===== src/rtl/dft_bin_pkg.sv =====
package dft_bin_pkg;
    localparam int COEF_W    = 18;
    localparam int COEF_FRAC = 17;

    typedef logic signed [COEF_W-1:0] coef_t;
endpackage


===== src/rtl/dft_round_sat.sv =====
module dft_round_sat #(
    parameter int IN_W  = 44,
    parameter int OUT_W = 20,
    parameter int SHIFT = 17
) (
    input  logic signed [IN_W-1:0]  val_i,
    output logic signed [OUT_W-1:0] res_o
);
    localparam int EXT_W = IN_W + 1;
    localparam logic signed [EXT_W-1:0] HALF = EXT_W'(64'd1 << (SHIFT - 1));
    localparam logic signed [EXT_W-1:0] MAXV = EXT_W'((64'sd1 <<< (OUT_W - 1)) - 64'sd1);
    localparam logic signed [EXT_W-1:0] MINV = -MAXV - EXT_W'(1);

    logic signed [EXT_W-1:0] biased_d;
    logic signed [EXT_W-1:0] shifted_d;

    always_comb begin
        biased_d  = $signed({val_i[IN_W-1], val_i}) + HALF;
        shifted_d = biased_d >>> SHIFT;
        if (shifted_d > MAXV) begin
            res_o = MAXV[OUT_W-1:0];
        end else if (shifted_d < MINV) begin
            res_o = MINV[OUT_W-1:0];
        end else begin
            res_o = shifted_d[OUT_W-1:0];
        end
    end
endmodule


===== src/rtl/dft_cplx_step.sv =====
module dft_cplx_step
    import dft_bin_pkg::*;
#(
    parameter int DATA_W = 16,
    parameter int ACC_W  = 20
) (
    input  logic signed [ACC_W-1:0]  base_re_i,
    input  logic signed [ACC_W-1:0]  base_im_i,
    input  logic signed [DATA_W-1:0] x_re_i,
    input  logic signed [DATA_W-1:0] x_im_i,
    input  coef_t                    c_re_i,
    input  coef_t                    c_im_i,
    output logic signed [ACC_W-1:0]  nxt_re_o,
    output logic signed [ACC_W-1:0]  nxt_im_o
);
    localparam int SUM_W   = ACC_W + 1;
    localparam int PROD_W  = SUM_W + COEF_W;
    localparam int CROSS_W = PROD_W + 1;

    logic signed [SUM_W-1:0]   sum_re_d, sum_im_d;
    logic signed [PROD_W-1:0]  p_rr_d, p_ii_d, p_ri_d, p_ir_d;
    logic signed [CROSS_W-1:0] cross_d [2];
    logic signed [ACC_W-1:0]   rs_out  [2];

    function automatic logic signed [PROD_W-1:0] mul_sc(
        input logic signed [SUM_W-1:0] a,
        input coef_t                   b
    );
        logic signed [PROD_W-1:0] ax, bx;
        ax = $signed({{COEF_W{a[SUM_W-1]}}, a});
        bx = $signed({{SUM_W{b[COEF_W-1]}}, b});
        return ax * bx;
    endfunction

    always_comb begin
        sum_re_d = $signed({base_re_i[ACC_W-1], base_re_i})
                 + $signed({{(SUM_W-DATA_W){x_re_i[DATA_W-1]}}, x_re_i});
        sum_im_d = $signed({base_im_i[ACC_W-1], base_im_i})
                 + $signed({{(SUM_W-DATA_W){x_im_i[DATA_W-1]}}, x_im_i});
        p_rr_d = mul_sc(sum_re_d, c_re_i);
        p_ii_d = mul_sc(sum_im_d, c_im_i);
        p_ri_d = mul_sc(sum_re_d, c_im_i);
        p_ir_d = mul_sc(sum_im_d, c_re_i);
        cross_d[0] = $signed({p_rr_d[PROD_W-1], p_rr_d}) - $signed({p_ii_d[PROD_W-1], p_ii_d});
        cross_d[1] = $signed({p_ri_d[PROD_W-1], p_ri_d}) + $signed({p_ir_d[PROD_W-1], p_ir_d});
    end

    for (genvar g = 0; g < 2; g++) begin : g_part
        dft_round_sat #(
            .IN_W (CROSS_W),
            .OUT_W(ACC_W),
            .SHIFT(COEF_FRAC)
        ) u_rs (
            .val_i(cross_d[g]),
            .res_o(rs_out[g])
        );
    end

    assign nxt_re_o = rs_out[0];
    assign nxt_im_o = rs_out[1];
endmodule


===== src/rtl/dft_frame_counter.sv =====
module dft_frame_counter #(
    parameter int N = 8
) (
    input  logic clk,
    input  logic rst_n,
    input  logic restart_i,
    input  logic advance_i,
    output logic frame_end_o
);
    localparam int CNT_W = (N > 2) ? $clog2(N) : 1;

    typedef struct packed {
        logic [CNT_W-1:0] cnt;
    } cnt_regs_t;

    cnt_regs_t        cur_q, cur_d;
    logic [CNT_W-1:0] base_d;

    always_comb begin
        cur_d       = cur_q;
        frame_end_o = 1'b0;
        base_d      = restart_i ? '0 : cur_q.cnt;
        if (advance_i) begin
            frame_end_o = (base_d == CNT_W'(N - 1));
            cur_d.cnt   = base_d + CNT_W'(1);
        end else if (restart_i) begin
            cur_d.cnt = '0;
        end
    end

    always_ff @(posedge clk or negedge rst_n) begin
        if (!rst_n) cur_q <= '0;
        else        cur_q <= cur_d;
    end

    // without a sample or restart the position in the frame is frozen
    p_count_hold_r6: assert property (@(posedge clk) disable iff (!rst_n)
        (!advance_i && !restart_i) |=> $stable(cur_q.cnt));

    // a bare restart leaves the counter at the frame start
    p_count_restart_r7: assert property (@(posedge clk) disable iff (!rst_n)
        (restart_i && !advance_i) |=> (cur_q.cnt == '0));
endmodule


===== src/rtl/dft_bin_horner.sv =====
module dft_bin_horner
    import dft_bin_pkg::*;
#(
    parameter int N      = 8,
    parameter int DATA_W = 16,
    parameter int ACC_W  = 20
) (
    input  logic                     clk,
    input  logic                     rst_n,
    input  logic                     frame_restart,
    input  logic                     sample_valid,
    input  logic signed [DATA_W-1:0] sample_re,
    input  logic signed [DATA_W-1:0] sample_im,
    input  logic signed [17:0]       coef_re,
    input  logic signed [17:0]       coef_im,
    output logic                     result_valid,
    output logic signed [ACC_W-1:0]  result_re,
    output logic signed [ACC_W-1:0]  result_im
);
    typedef struct packed {
        logic signed [ACC_W-1:0] st_re;
        logic signed [ACC_W-1:0] st_im;
        logic signed [ACC_W-1:0] out_re;
        logic signed [ACC_W-1:0] out_im;
        logic                    out_vld;
    } bin_regs_t;

    bin_regs_t               regs_q, regs_d;
    logic signed [ACC_W-1:0] base_re_d, base_im_d;
    logic signed [ACC_W-1:0] step_re_d, step_im_d;
    logic                    frame_end_d;

    dft_frame_counter #(.N(N)) u_cnt (
        .clk        (clk),
        .rst_n      (rst_n),
        .restart_i  (frame_restart),
        .advance_i  (sample_valid),
        .frame_end_o(frame_end_d)
    );

    dft_cplx_step #(.DATA_W(DATA_W), .ACC_W(ACC_W)) u_step (
        .base_re_i(base_re_d),
        .base_im_i(base_im_d),
        .x_re_i   (sample_re),
        .x_im_i   (sample_im),
        .c_re_i   (coef_re),
        .c_im_i   (coef_im),
        .nxt_re_o (step_re_d),
        .nxt_im_o (step_im_d)
    );

    always_comb begin
        regs_d         = regs_q;
        regs_d.out_vld = 1'b0;
        base_re_d      = frame_restart ? '0 : regs_q.st_re;
        base_im_d      = frame_restart ? '0 : regs_q.st_im;
        if (sample_valid) begin
            if (frame_end_d) begin
                regs_d.out_re  = step_re_d;
                regs_d.out_im  = step_im_d;
                regs_d.out_vld = 1'b1;
                regs_d.st_re   = '0;
                regs_d.st_im   = '0;
            end else begin
                regs_d.st_re = step_re_d;
                regs_d.st_im = step_im_d;
            end
        end else if (frame_restart) begin
            regs_d.st_re = '0;
            regs_d.st_im = '0;
        end
    end

    always_ff @(posedge clk or negedge rst_n) begin
        if (!rst_n) regs_q <= '0;
        else        regs_q <= regs_d;
    end

    assign result_valid = regs_q.out_vld;
    assign result_re    = regs_q.out_re;
    assign result_im    = regs_q.out_im;

    // the ready flag never lasts more than one cycle
    p_pulse_once_r4: assert property (@(posedge clk) disable iff (!rst_n)
        result_valid |=> !result_valid);

    // between pulses the published bin does not move
    p_result_hold_r4: assert property (@(posedge clk) disable iff (!rst_n)
        !result_valid |-> ($stable(result_re) && $stable(result_im)));

    // a finished frame leaves the fold empty
    p_state_clear_r5: assert property (@(posedge clk) disable iff (!rst_n)
        result_valid |-> (regs_q.st_re == '0 && regs_q.st_im == '0));

    // idle cycles touch nothing
    p_idle_hold_r6: assert property (@(posedge clk) disable iff (!rst_n)
        (!sample_valid && !frame_restart) |=>
            ($stable(regs_q.st_re) && $stable(regs_q.st_im) && !result_valid));

    // a bare restart empties the fold and raises no result
    p_restart_clear_r7: assert property (@(posedge clk) disable iff (!rst_n)
        (frame_restart && !sample_valid) |=>
            (regs_q.st_re == '0 && regs_q.st_im == '0 && !result_valid));
endmodule


===== config.mk =====
export PLATFORM = sky130hd
export DESIGN_NAME = dft_bin_horner
export DESIGN_NICKNAME = d
export VERILOG_FILES = /design/src/rtl/dft_bin_pkg.sv /design/src/rtl/dft_round_sat.sv /design/src/rtl/dft_cplx_step.sv /design/src/rtl/dft_frame_counter.sv /design/src/rtl/dft_bin_horner.sv
export SDC_FILE = /design/constraint.sdc
export NUM_CORES = 2
export LEC_CHECK = 0
export CAP_MARGIN = 20
export CELL_PAD_IN_SITES_DETAIL_PLACEMENT = 1
export CELL_PAD_IN_SITES_GLOBAL_PLACEMENT = 1
export CORE_MARGIN = 3
export CORE_UTILIZATION = 48
export CTS_CLUSTER_SIZE = 28
export DETAILED_ROUTE_END_ITERATION = 16
export PLACE_DENSITY_LB_ADDON = 0.08
export SLEW_MARGIN = 20
export SYNTH_ARGS = -nofsm -noshare
export SYNTH_HDL_FRONTEND = slang
export SYNTH_HIERARCHICAL = 1
export SYNTH_SLANG_ARGS = --single-unit

===== constraint.sdc =====
create_clock -name clk -period 10.8 [get_ports clk]
set_input_delay 2.16 -clock clk [delete_from_list [all_inputs] [get_ports clk]]
set_output_delay 2.16 -clock clk [all_outputs]
set_load 0.03 [all_outputs]

==> results.cfg <==
[run_status]
outcome = finished with violations
violations = negative setup slack

[finish]
fillCellCount = 14490
nNetsFinal = 9609
stdcell_count = 9216
layout-drive-gt1-share = 0.1881
seq_area_um2 = 2102
area_growth_pct = 21.66
multiInputGateArea_um2 = 54410
design_area_um2 = 76090

[synthesis]
synth_cells = 6701
synthesis.yosys.warnings = 6
syn_area_um2 = 62540
syn_area_per_cell_um2 = 9.333
synth.net_count = 8831

[place]
pre_cts_slack_ns = -2.607
place_congestion = 0.8824
dp.cells = 9125
port_buffers = 112
placedInstanceArea_um2 = 73590
dpl.hpwl_um = 180400

[critical_path]
crit_type = in -> reg
cp_max_fo = 18
endpoint_kind = flip-flop
worstPathArrival_ns = 12.99
cpPeakStageDelay_ns = 0.54
cp_data_required_time_ns = 11.07
cpMaxStageDelayCell = fa_1
startpoint_type = input pin
crit_top_cell = fa_1

[die]
ios = 113
fp-row-count = 131
dieArea_um2 = 134700
start_util = 0.4867
core_um2 = 128500
die_y_um = 367.0
die_w_um = 367.0

[sta]
fmax_mhz = 78.56
fin_setup_tns_ns = -142.35
setup_viol = 80
finalWorstSetupSlack_ns = -1.929
final_max_slew_viol_count = 0
timing.final.crit_period_ns = 12.73
fin_skew_ns = 0.01339
finalCritPeriodShare = 1.179
grt_setup_unrepaired = yes
tightest_slew_ns = 0.9160
hold_viol = 0
slew_headroom = 0.3893

[drt]
routed-via-count = 48160
drc_errors = 0
ant_nets = 0
wl_per_cell_um = 23.10
drtIter0Drc = 2610
viasPerCell = 5.226
drt-total-wl_um = 212900
dr.pass1.iters = 6

[global_route]
grt_pass1_wl_um = 331400
grt_usage = 0.3243
overflow = 0
grt_max_degree = 62
antenna_found_initial = 9
grt_pass1_vias = 56640

[clock_tree]
ctsRootBufferMaster = clkbuf_16
hold_buffers = 0
clk_pin_slew_worst_paths_ns = 0.07
cts_tree = yes
clock_path_buffers = 2
cts_sinks = 84
numCtsBuffers = 9
h-tree-depth = 3
clkLatencyLatePin_ns = 0.38

[hold_path]
hold_class = reg -> reg

[flow_run]
cap_violations = 0
[per-stage QoR]
stage | utilization | hold WS (ns)
detailed placement | 0.5727 | 0.4903
CTS | 0.5847 | 0.5099
global route | 0.5921 | 0.5351
floorplan | - | 0.4655
global placement | 0.5727 | 0.4781
finish | 0.5921 | 0.5151
[critical path, delay by kind of cell]
kind	cells	cell delay (ns)
AND/OR/NAND/NOR	6	1.36
adder cells (fa/ha/maj)	10	4.67
AO/OA/AOI/OAI	15	3.00
XOR/XNOR	2	0.24
buffers and inverters	13	1.50
[cells in the final DEF, fill, tap and decap left out, types with 14 or more instances in the layout]
master           count
inv_1             1756
nand3_1             35
mux2_4              32
ha_4                24
nor2b_1             83
o21bai_1            14
nand3b_1            20
nand4_1             20
buf_6               18
nor3b_1             21
nand2b_1            54
fa_2                20
a21oi_1             51
a21o_1              35
o21ai_4             18
and2_1             586
xnor2_1             79
dfrtp_1             84
buf_2               23
nor2_1             103
buf_12             126
o21a_1              23
xor2_1              36
a21oi_2             25
nand2_1            792
clkdlybuf4s50_1     79
xnor2_2             27
buf_4              849
inv_2               24
o21ai_0             37
a21oi_4             16
ha_1               354
o21ai_1             14
fa_1              1656
a22o_1              39
nor3_1              21
[registers in the layout, indices dropped and copies added (netlist names)]
signal and flops:
u_cnt/cur_q 3, result_im 20, result_valid 1, regs_q 40
result_re 20
[final cells by class]
type | instances | share of cell area
Multi-Input combinational cell | 4487 | 0.7151
Timing Repair Buffer | 1117 | 0.1370
Inverter | 1780 | 0.08781
Tap cell | 1729 | 0.02843
Sequential cell | 84 | 0.02763
Clock buffer | 10 | 0.003009
Clock inverter | 6 | 0.0009373
Antenna cell | 3 | 0.00009867
[per-layer routing]
layer / part of all wire / GRT usage / up-vias
li1: - / - / 20780
met1: 0.40 / 0.4143 / 25770
met2: 0.51 / 0.5651 / 1250
met3: 0.044 / 0.02907 / 360
met4: 0.051 / 0.1392 / 0
met5: 0 / 0 / -
[final timing paths]
path | from | to | slack [ns] | depth (start not counted)
setup / recovery | frame_restart | regs_q[77] | -1.93 | 46
hold / removal | result_re[17] | result_re[17] | 0.52 | 1
max in group asynchronous | rst_n | regs_q[69] | 7.89 | 2
setup reg to reg | regs_q[41] | regs_q[77] | -0.47 | 46
min in group asynchronous | rst_n | regs_q[48] | 1.67 | 1
hold reg to reg | result_re[17] | result_re[17] | 0.52 | 1
[repair_timing]
action | 4_1_cts | 5_1_grt
pin swaps | 76 | 81
setup buffers | 42 | 19
resized for setup | 154 | 141
setup endpoints to repair | 80 | 80
gates cloned | 10 | 4
Power is not shown: default switching activity piles up to over one toggle a cycle in this logic, so the estimate is an artifact.
